[config.mk]
export PLATFORM = sky130hd
export DESIGN_NAME = dma_csr_front
export DESIGN_NICKNAME = d
export VERILOG_FILES = /design/src/rtl/dma_csr_pkg.sv /design/src/rtl/dma_csr_ctrl.sv /design/src/rtl/dma_csr_dpath.sv /design/src/rtl/dma_csr_front.sv
export SDC_FILE = /design/constraint.sdc
export NUM_CORES = 2
export LEC_CHECK = 0
export BUFFER_PORTS_ARGS = -buffer_cell sky130_fd_sc_hd__buf_2
export CAP_MARGIN = 20
export CORE_AREA = 2 2 439 332
export CTS_BUF_LIST = sky130_fd_sc_hd__clkbuf_4 sky130_fd_sc_hd__clkbuf_8
export DETAILED_ROUTE_END_ITERATION = 12
export DIE_AREA = 0 0 441 334
export PLACE_DENSITY_LB_ADDON = 0.15
export RECOVER_POWER = 100
export SLEW_MARGIN = 0
export SYNTH_ARGS = -nofsm -noshare
export SYNTH_HDL_FRONTEND = slang
export SYNTH_SLANG_ARGS = --single-unit
[constraint.sdc]
create_clock -name clk -period 7.8 [get_ports clk]
set_input_delay 2.34 -clock clk [delete_from_list [all_inputs] [get_ports clk]]
set_output_delay 2.34 -clock clk [all_outputs]
set_load 0.05 [all_outputs]
[src/rtl/dma_csr_pkg.sv]
package dma_csr_pkg;

  localparam int CH_WORDS   = 5;
  localparam int CFG_WORD   = 4;
  localparam int TC_EN_BIT  = 15;
  localparam int ERR_EN_BIT = 14;
  localparam int CH_ON_BIT  = 0;

  typedef enum logic [3:0] {
    SEL_ZERO, SEL_ALL, SEL_TC, SEL_ERR, SEL_RAWTC, SEL_RAWERR,
    SEL_ENBL, SEL_GCFG, SEL_SYNC, SEL_CHAN, SEL_ID
  } rdSel_e;

  typedef struct packed {
    logic       wrGcfg;
    logic       wrSync;
    logic       wrTcClr;
    logic       wrErrClr;
    logic       wrChan;
    logic [2:0] chIdx;
    logic [2:0] chWord;
    logic [2:0] idIdx;
    rdSel_e     rdSel;
  } csrStrb_t;

  function automatic logic [7:0] idByte(input logic [2:0] idx, input logic wide);
    case (idx)
      3'd0:    idByte = wide ? 8'h80 : 8'h81;
      3'd1:    idByte = 8'h10;
      3'd2:    idByte = 8'h04;
      3'd3:    idByte = 8'h0A;
      3'd4:    idByte = 8'h0D;
      3'd5:    idByte = 8'hF0;
      3'd6:    idByte = 8'h05;
      default: idByte = 8'hB1;
    endcase
  endfunction

endpackage

[src/rtl/dma_csr_ctrl.sv]
module dma_csr_ctrl
  import dma_csr_pkg::*;
#(
  parameter int NUM_CH = 8
) (
  input  logic        clk,
  input  logic        rst_n,
  input  logic        regWr,
  input  logic [11:2] regAddr,
  output csrStrb_t    strb,
  output logic        kick
);

  localparam logic [3:0] NCH4 = 4'(NUM_CH);

  always_comb begin
    strb       = '0;
    strb.rdSel = SEL_ZERO;
    if (regAddr >= 10'h3F8) begin
      strb.rdSel = SEL_ID;
      strb.idIdx = regAddr[4:2];
    end else if (regAddr[11:8] == 4'h1) begin
      if (({1'b0, regAddr[7:5]} < NCH4) && (regAddr[4:2] <= 3'(CFG_WORD))) begin
        strb.rdSel  = SEL_CHAN;
        strb.chIdx  = regAddr[7:5];
        strb.chWord = regAddr[4:2];
        strb.wrChan = regWr;
      end
    end else if (regAddr[11:6] == 6'd0) begin
      case (regAddr[5:2])
        4'd0:  strb.rdSel    = SEL_ALL;
        4'd1:  strb.rdSel    = SEL_TC;
        4'd2:  strb.wrTcClr  = regWr;
        4'd3:  strb.rdSel    = SEL_ERR;
        4'd4:  strb.wrErrClr = regWr;
        4'd5:  strb.rdSel    = SEL_RAWTC;
        4'd6:  strb.rdSel    = SEL_RAWERR;
        4'd7:  strb.rdSel    = SEL_ENBL;
        4'd12: begin strb.rdSel = SEL_GCFG; strb.wrGcfg = regWr; end
        4'd13: begin strb.rdSel = SEL_SYNC; strb.wrSync = regWr; end
        default: ;
      endcase
    end
  end

  always_ff @(posedge clk) begin
    if (!rst_n) kick <= 1'b0;
    else        kick <= strb.wrGcfg | (strb.wrChan && strb.chWord == 3'(CFG_WORD));
  end

  p_kick_gcfg_r11: assert property (@(posedge clk) disable iff (!rst_n)
    (regWr && regAddr == 10'h00C) |=> kick);
  p_kick_quiet_r11: assert property (@(posedge clk) disable iff (!rst_n)
    !regWr |=> !kick);

endmodule

[src/rtl/dma_csr_dpath.sv]
module dma_csr_dpath
  import dma_csr_pkg::*;
#(
  parameter int NUM_CH = 8
) (
  input  logic              clk,
  input  logic              rst_n,
  input  csrStrb_t          strb,
  input  logic              regRd,
  input  logic [31:0]       regWdata,
  input  logic [NUM_CH-1:0] tcEvt,
  input  logic [NUM_CH-1:0] errEvt,
  output logic              regRdValid,
  output logic [31:0]       regRdData,
  output logic              irqTc,
  output logic              irqErr,
  output logic              irqAny
);

  localparam logic WIDE = (NUM_CH == 8);

  logic [31:0]       chReg [NUM_CH][CH_WORDS];
  logic [31:0]       gcfg, syncReg, chRd, rdMux;
  logic [NUM_CH-1:0] rawTc, rawErr, tcMask, errMask, chOn, mskTc, mskErr;

  for (genvar c = 0; c < NUM_CH; c++) begin : g_ch
    for (genvar w = 0; w < CH_WORDS; w++) begin : g_word
      always_ff @(posedge clk) begin
        if (!rst_n) chReg[c][w] <= '0;
        else if (strb.wrChan && strb.chIdx == 3'(c) && strb.chWord == 3'(w))
          chReg[c][w] <= regWdata;
      end
    end
    assign tcMask[c]  = chReg[c][CFG_WORD][TC_EN_BIT];
    assign errMask[c] = chReg[c][CFG_WORD][ERR_EN_BIT];
    assign chOn[c]    = chReg[c][CFG_WORD][CH_ON_BIT];
  end

  always_ff @(posedge clk) begin
    if (!rst_n) begin
      gcfg    <= '0;
      syncReg <= '0;
      rawTc   <= '0;
      rawErr  <= '0;
    end else begin
      if (strb.wrGcfg) gcfg    <= regWdata;
      if (strb.wrSync) syncReg <= regWdata;
      rawTc  <= (rawTc  & ~(strb.wrTcClr  ? regWdata[NUM_CH-1:0] : '0)) | tcEvt;
      rawErr <= (rawErr & ~(strb.wrErrClr ? regWdata[NUM_CH-1:0] : '0)) | errEvt;
    end
  end

  assign mskTc  = rawTc & tcMask;
  assign mskErr = rawErr & errMask;
  assign irqTc  = |mskTc;
  assign irqErr = |mskErr;
  assign irqAny = irqTc | irqErr;

  always_comb begin
    chRd = '0;
    for (int c = 0; c < NUM_CH; c++)
      for (int w = 0; w < CH_WORDS; w++)
        if (strb.chIdx == 3'(c) && strb.chWord == 3'(w)) chRd = chReg[c][w];
  end

  always_comb begin
    case (strb.rdSel)
      SEL_ALL:    rdMux = 32'(mskTc | mskErr);
      SEL_TC:     rdMux = 32'(mskTc);
      SEL_ERR:    rdMux = 32'(mskErr);
      SEL_RAWTC:  rdMux = 32'(rawTc);
      SEL_RAWERR: rdMux = 32'(rawErr);
      SEL_ENBL:   rdMux = 32'(chOn);
      SEL_GCFG:   rdMux = gcfg;
      SEL_SYNC:   rdMux = syncReg;
      SEL_CHAN:   rdMux = chRd;
      SEL_ID:     rdMux = {24'd0, idByte(strb.idIdx, WIDE)};
      default:    rdMux = '0;
    endcase
  end

  always_ff @(posedge clk) begin
    if (!rst_n) begin
      regRdValid <= 1'b0;
      regRdData  <= '0;
    end else begin
      regRdValid <= regRd;
      if (regRd) regRdData <= rdMux;
    end
  end

  p_tc_set_r4: assert property (@(posedge clk) disable iff (!rst_n)
    (tcEvt != '0) |=> ((rawTc & $past(tcEvt)) == $past(tcEvt)));
  p_tc_clear_r5: assert property (@(posedge clk) disable iff (!rst_n)
    (strb.wrTcClr && tcEvt == '0) |=> ((rawTc & $past(regWdata[NUM_CH-1:0])) == '0));
  p_err_clear_r5: assert property (@(posedge clk) disable iff (!rst_n)
    (strb.wrErrClr && errEvt == '0) |=> ((rawErr & $past(regWdata[NUM_CH-1:0])) == '0));
  p_rd_valid_r12: assert property (@(posedge clk) disable iff (!rst_n)
    regRd |=> regRdValid);
  p_rd_idle_r12: assert property (@(posedge clk) disable iff (!rst_n)
    !regRd |=> !regRdValid);

endmodule

[src/rtl/dma_csr_front.sv]
module dma_csr_front
  import dma_csr_pkg::*;
#(
  parameter int NUM_CH = 8
) (
  input  logic              clk,
  input  logic              rst_n,
  input  logic              regWr,
  input  logic              regRd,
  input  logic [11:2]       regAddr,
  input  logic [31:0]       regWdata,
  output logic              regRdValid,
  output logic [31:0]       regRdData,
  input  logic [NUM_CH-1:0] tcEvt,
  input  logic [NUM_CH-1:0] errEvt,
  output logic              irqTc,
  output logic              irqErr,
  output logic              irqAny,
  output logic              kick
);

  csrStrb_t strb;

  dma_csr_ctrl #(.NUM_CH(NUM_CH)) u_ctrl (
    .clk(clk), .rst_n(rst_n), .regWr(regWr), .regAddr(regAddr),
    .strb(strb), .kick(kick)
  );

  dma_csr_dpath #(.NUM_CH(NUM_CH)) u_dpath (
    .clk(clk), .rst_n(rst_n), .strb(strb), .regRd(regRd), .regWdata(regWdata),
    .tcEvt(tcEvt), .errEvt(errEvt), .regRdValid(regRdValid), .regRdData(regRdData),
    .irqTc(irqTc), .irqErr(irqErr), .irqAny(irqAny)
  );

endmodule

==> out/qor.txt <==
Die ar.: 147,000 um^2
Max Clock Skew: 70.2 ps
drt via density: 6.70
DRT iter0 DRCs: 11.0k
outcome: finished with violations
routed vias: 51.0k
Core Area: 144,000 um^2
Yosys cell types: 90
Die Wd: 441 um
share of power burned in registers: 54.4%
commonest non-fill, non-tap cell in the layout: edfxtp_1
Worst-path clk slew: 60 ps
Worst Path Buf+Inv: 2
clock buffer depth: 3
Post-synth EDFFs: 1,280
layout cells sized above 1: 14.2%
placed wire-length estimate: 186 mm
drt wl/cell: 38.5 um
async set-reset flop share out of synthesis: 0%
Synth top area share: 60.1%
Synth area leader: edfxtp_1
Pins Over Slew Limit: 1,100
# DRC: 0
Startpoint Class: primary input
Clock power frac: 40.0%
Syn Area/Cell: 11.9 um^2
Setup CP Type: primary input to flip-flop
Gate power share: 5.6%
Reg-to-Reg Start: u_dpath.chReg[0][38]
root buffer cell: clkbuf_8
Sw Share: 25.5%
Critical Path End Type: flip-flop
FF-to-FF path depth: 9
VDD IR max: 0.144 mV
Initial DRT Pass Iterations: 7
GPL Wtd Cong: 1.00
synth top area cells: edfxtp_1 60%, and2_1 13%, dfxtp_1 3.6%
initial core utilization: 44.5%
fin crit period: 7370 ps
Max-Cap Viols: 41
area growth from synthesis to layout: 12.1%
setup repair after global routing missed its margin: no
final setup TNS: 0 ps
first-pass GRT wire length: 397 mm
Tcrit/Tclk final: 94.5%
CP peak stage delay: 2020 ps
CTS buffer count: 221
vias in the first global route: 46.4k
Total Nets Final: 5,572
worst relative slew slack: -180%
hold path depth: 2
Worst Tran Pin Value: 4200 ps
postcts setup bufs: 0
crit path cell chain: clkbuf_1, or4b_4, nor2_1, nand3_1, o21ai_1, clkbuf_2
fill cell total of the finished layout: 12.8k
Routed Antenna Nets: 0
PostCTS Resize Cnt: 0
NetSw: 0.00406 W
largest net degree at the start of global routing: 82
Leakage: 24.2 nW
# clock sinks: 1,394
number of antenna violations at the first check in global routing: 32
r2r endpoint: u_dpath.regRdData[6]
Std-Cell Rows: 121
hold endpoint: u_dpath.gcfg[16]
Syn. warnings: 0
Final Non-Filler Cells: 7,602
slowest cell on the critical path: o21ai_1
Internal: 0.0119 W
Reg2Reg Setup Slack: 3930 ps
top_reg_cell synth: edfxtp_1
most frequent cells in the layout: 1,280 x edfxtp_1, 773 x and2_1, 511 x and2_0
FF+latch count, synth: 1,394
H-tree depth reported by CTS: 4
synthesized area: 64,000 um^2
HP Start: u_dpath.gcfg[16]
HP Class: flip-flop to flip-flop
Die Ht: 334 um
grt ovf: 0
CTS Hold Bufs: 0
port buffer count: 98
Final Hold Fails: 0
delay-heaviest family, CP: simple AND/OR/NAND/NOR gates
power density over the cells: 222 nW/um^2
critical path fanouts, max: 30
crit path DAT: 7970 ps
worst skew pair latency: 1010 ps
required time worst endpoint: 8390 ps
syn_nets: 5,434
routed wire length: 292 mm
sequential fraction of the synthesis area: 63.6%
failing checks: max-capacitance violations, max-slew violations
endpoints failing setup: 0
cell count after synthesis: 5,372
GRT Util Overall: 39.1%
I/O pins: 99
placed cells: 7,188
Fmax: 136 MHz
CTS tree: done
-- worst reg2reg max path, stage by stage, from the launching register on --
cell and delay [ps]:
edfxtp_1 380, a22oi_1 620, o221ai_1 320, a21oi_1 230
a21oi_1 130, a2111oi_0 1000, o21ai_0 430, clkbuf_1 230
a221oi_1 310, a21oi_1 110
-- how the worst max path moves through the flow --
stage               start                    end  depth (start not counted)  slack [ps]
2_1_floorplan  regAddr[9]  u_dpath.chReg[1][544]                          9        1000
3_3_place_gp   regAddr[9]  u_dpath.regRdData[27]                         10         170
3_5_place_dp   regAddr[9]  u_dpath.regRdData[27]                         11         350
4_1_cts        regAddr[9]  u_dpath.regRdData[27]                         11        1420
5_1_grt        regAddr[9]  u_dpath.chReg[0][442]                          6         710
6_report       regAddr[9]  u_dpath.chReg[0][423]                          6         430
-- kinds of logic (layout without fill, tap and decap cells) --
family	after synthesis	in the layout	synth area share, %
muxes	18	18	0.293
DFF	1394	1394	63.6
AOI/OAI and AO/OA	1214	1214	13.1
xor gates and xnor gates	1	1	0.0137
and+or+nand+nor	2222	2222	19.6
other	0	17	0
buffers and inverters	523	830	3.39
-- registers in the layout, summed over array words and instances, names as in the netlist --
signal / flops
u_ctrl.kick: 1
u_dpath.chReg: 1280
u_dpath.gcfg: 32
u_dpath.rawErr: 8
u_dpath.rawTc: 8
u_dpath.regRdData: 32
u_dpath.regRdValid: 1
u_dpath.syncReg: 32
-- Yosys cell counts (all sizes together) (60+ instances only) --
library cell / count
a221oi: 107
a22oi: 140
clkbuf: 370
nor2: 246
a222oi: 60
a21oi: 261
nand2: 370
and2: 1284
nor3: 79
o21ai: 251
dfxtp: 114
o22ai: 65
edfxtp: 1280
buf: 138
nand3: 101
-- through the flow --
step | utilization, % | total power, W | setup WS, ps | hold WS (ps) | instance area [um^2]
final | 49.9 | 0.0159 | 427 | 451 | 71700
after global routing | 49.9 | 0.0162 | 713 | 468 | 71700
after CTS | 50.3 | 0.0159 | 1420 | 452 | 72300
after detailed placement | 47.3 | 0.00964 | 352 | 443 | 68000
after global placement | 47.3 | 0.00963 | 167 | 438 | 67900
after floorplan | - | 0.00909 | 997 | 431 | 64000
-- layer usage --
layer,routed length [um],global-route usage (%),up-vias
met5,240,0.823,-
met4,12200,13.2,12
met3,52600,17.6,654
met2,113000,51.1,4682
met1,114000,56.6,25500
li1,-,-,20100
-- power by group through the flow --
stage / registers, W / logic, W / clock network, W
2_1_floorplan: 0.00874 / 0.000350 / 0
3_3_place_gp: 0.00878 / 0.000851 / 0
3_5_place_dp: 0.00878 / 0.000857 / 0
4_1_cts: 0.00863 / 0.000859 / 0.00636
5_1_grt: 0.00867 / 0.000883 / 0.00667
6_report: 0.00865 / 0.000896 / 0.00637
-- cell type report --
cell class | instances | area, um^2 | share of cell area (%)
clock inverter | 77 | 439 | 0.612
timing repair buffer | 423 | 2770 | 3.86
clock buffer | 315 | 3870 | 5.40
multi-input combinational | 3455 | 21400 | 29.9
antenna | 17 | 42.5 | 0.0593
sequential | 1394 | 40700 | 56.8
tap | 1906 | 2380 | 3.33
inverter | 15 | 56.3 | 0.0785
No activity file was read; power rests on OpenSTA's default activity.
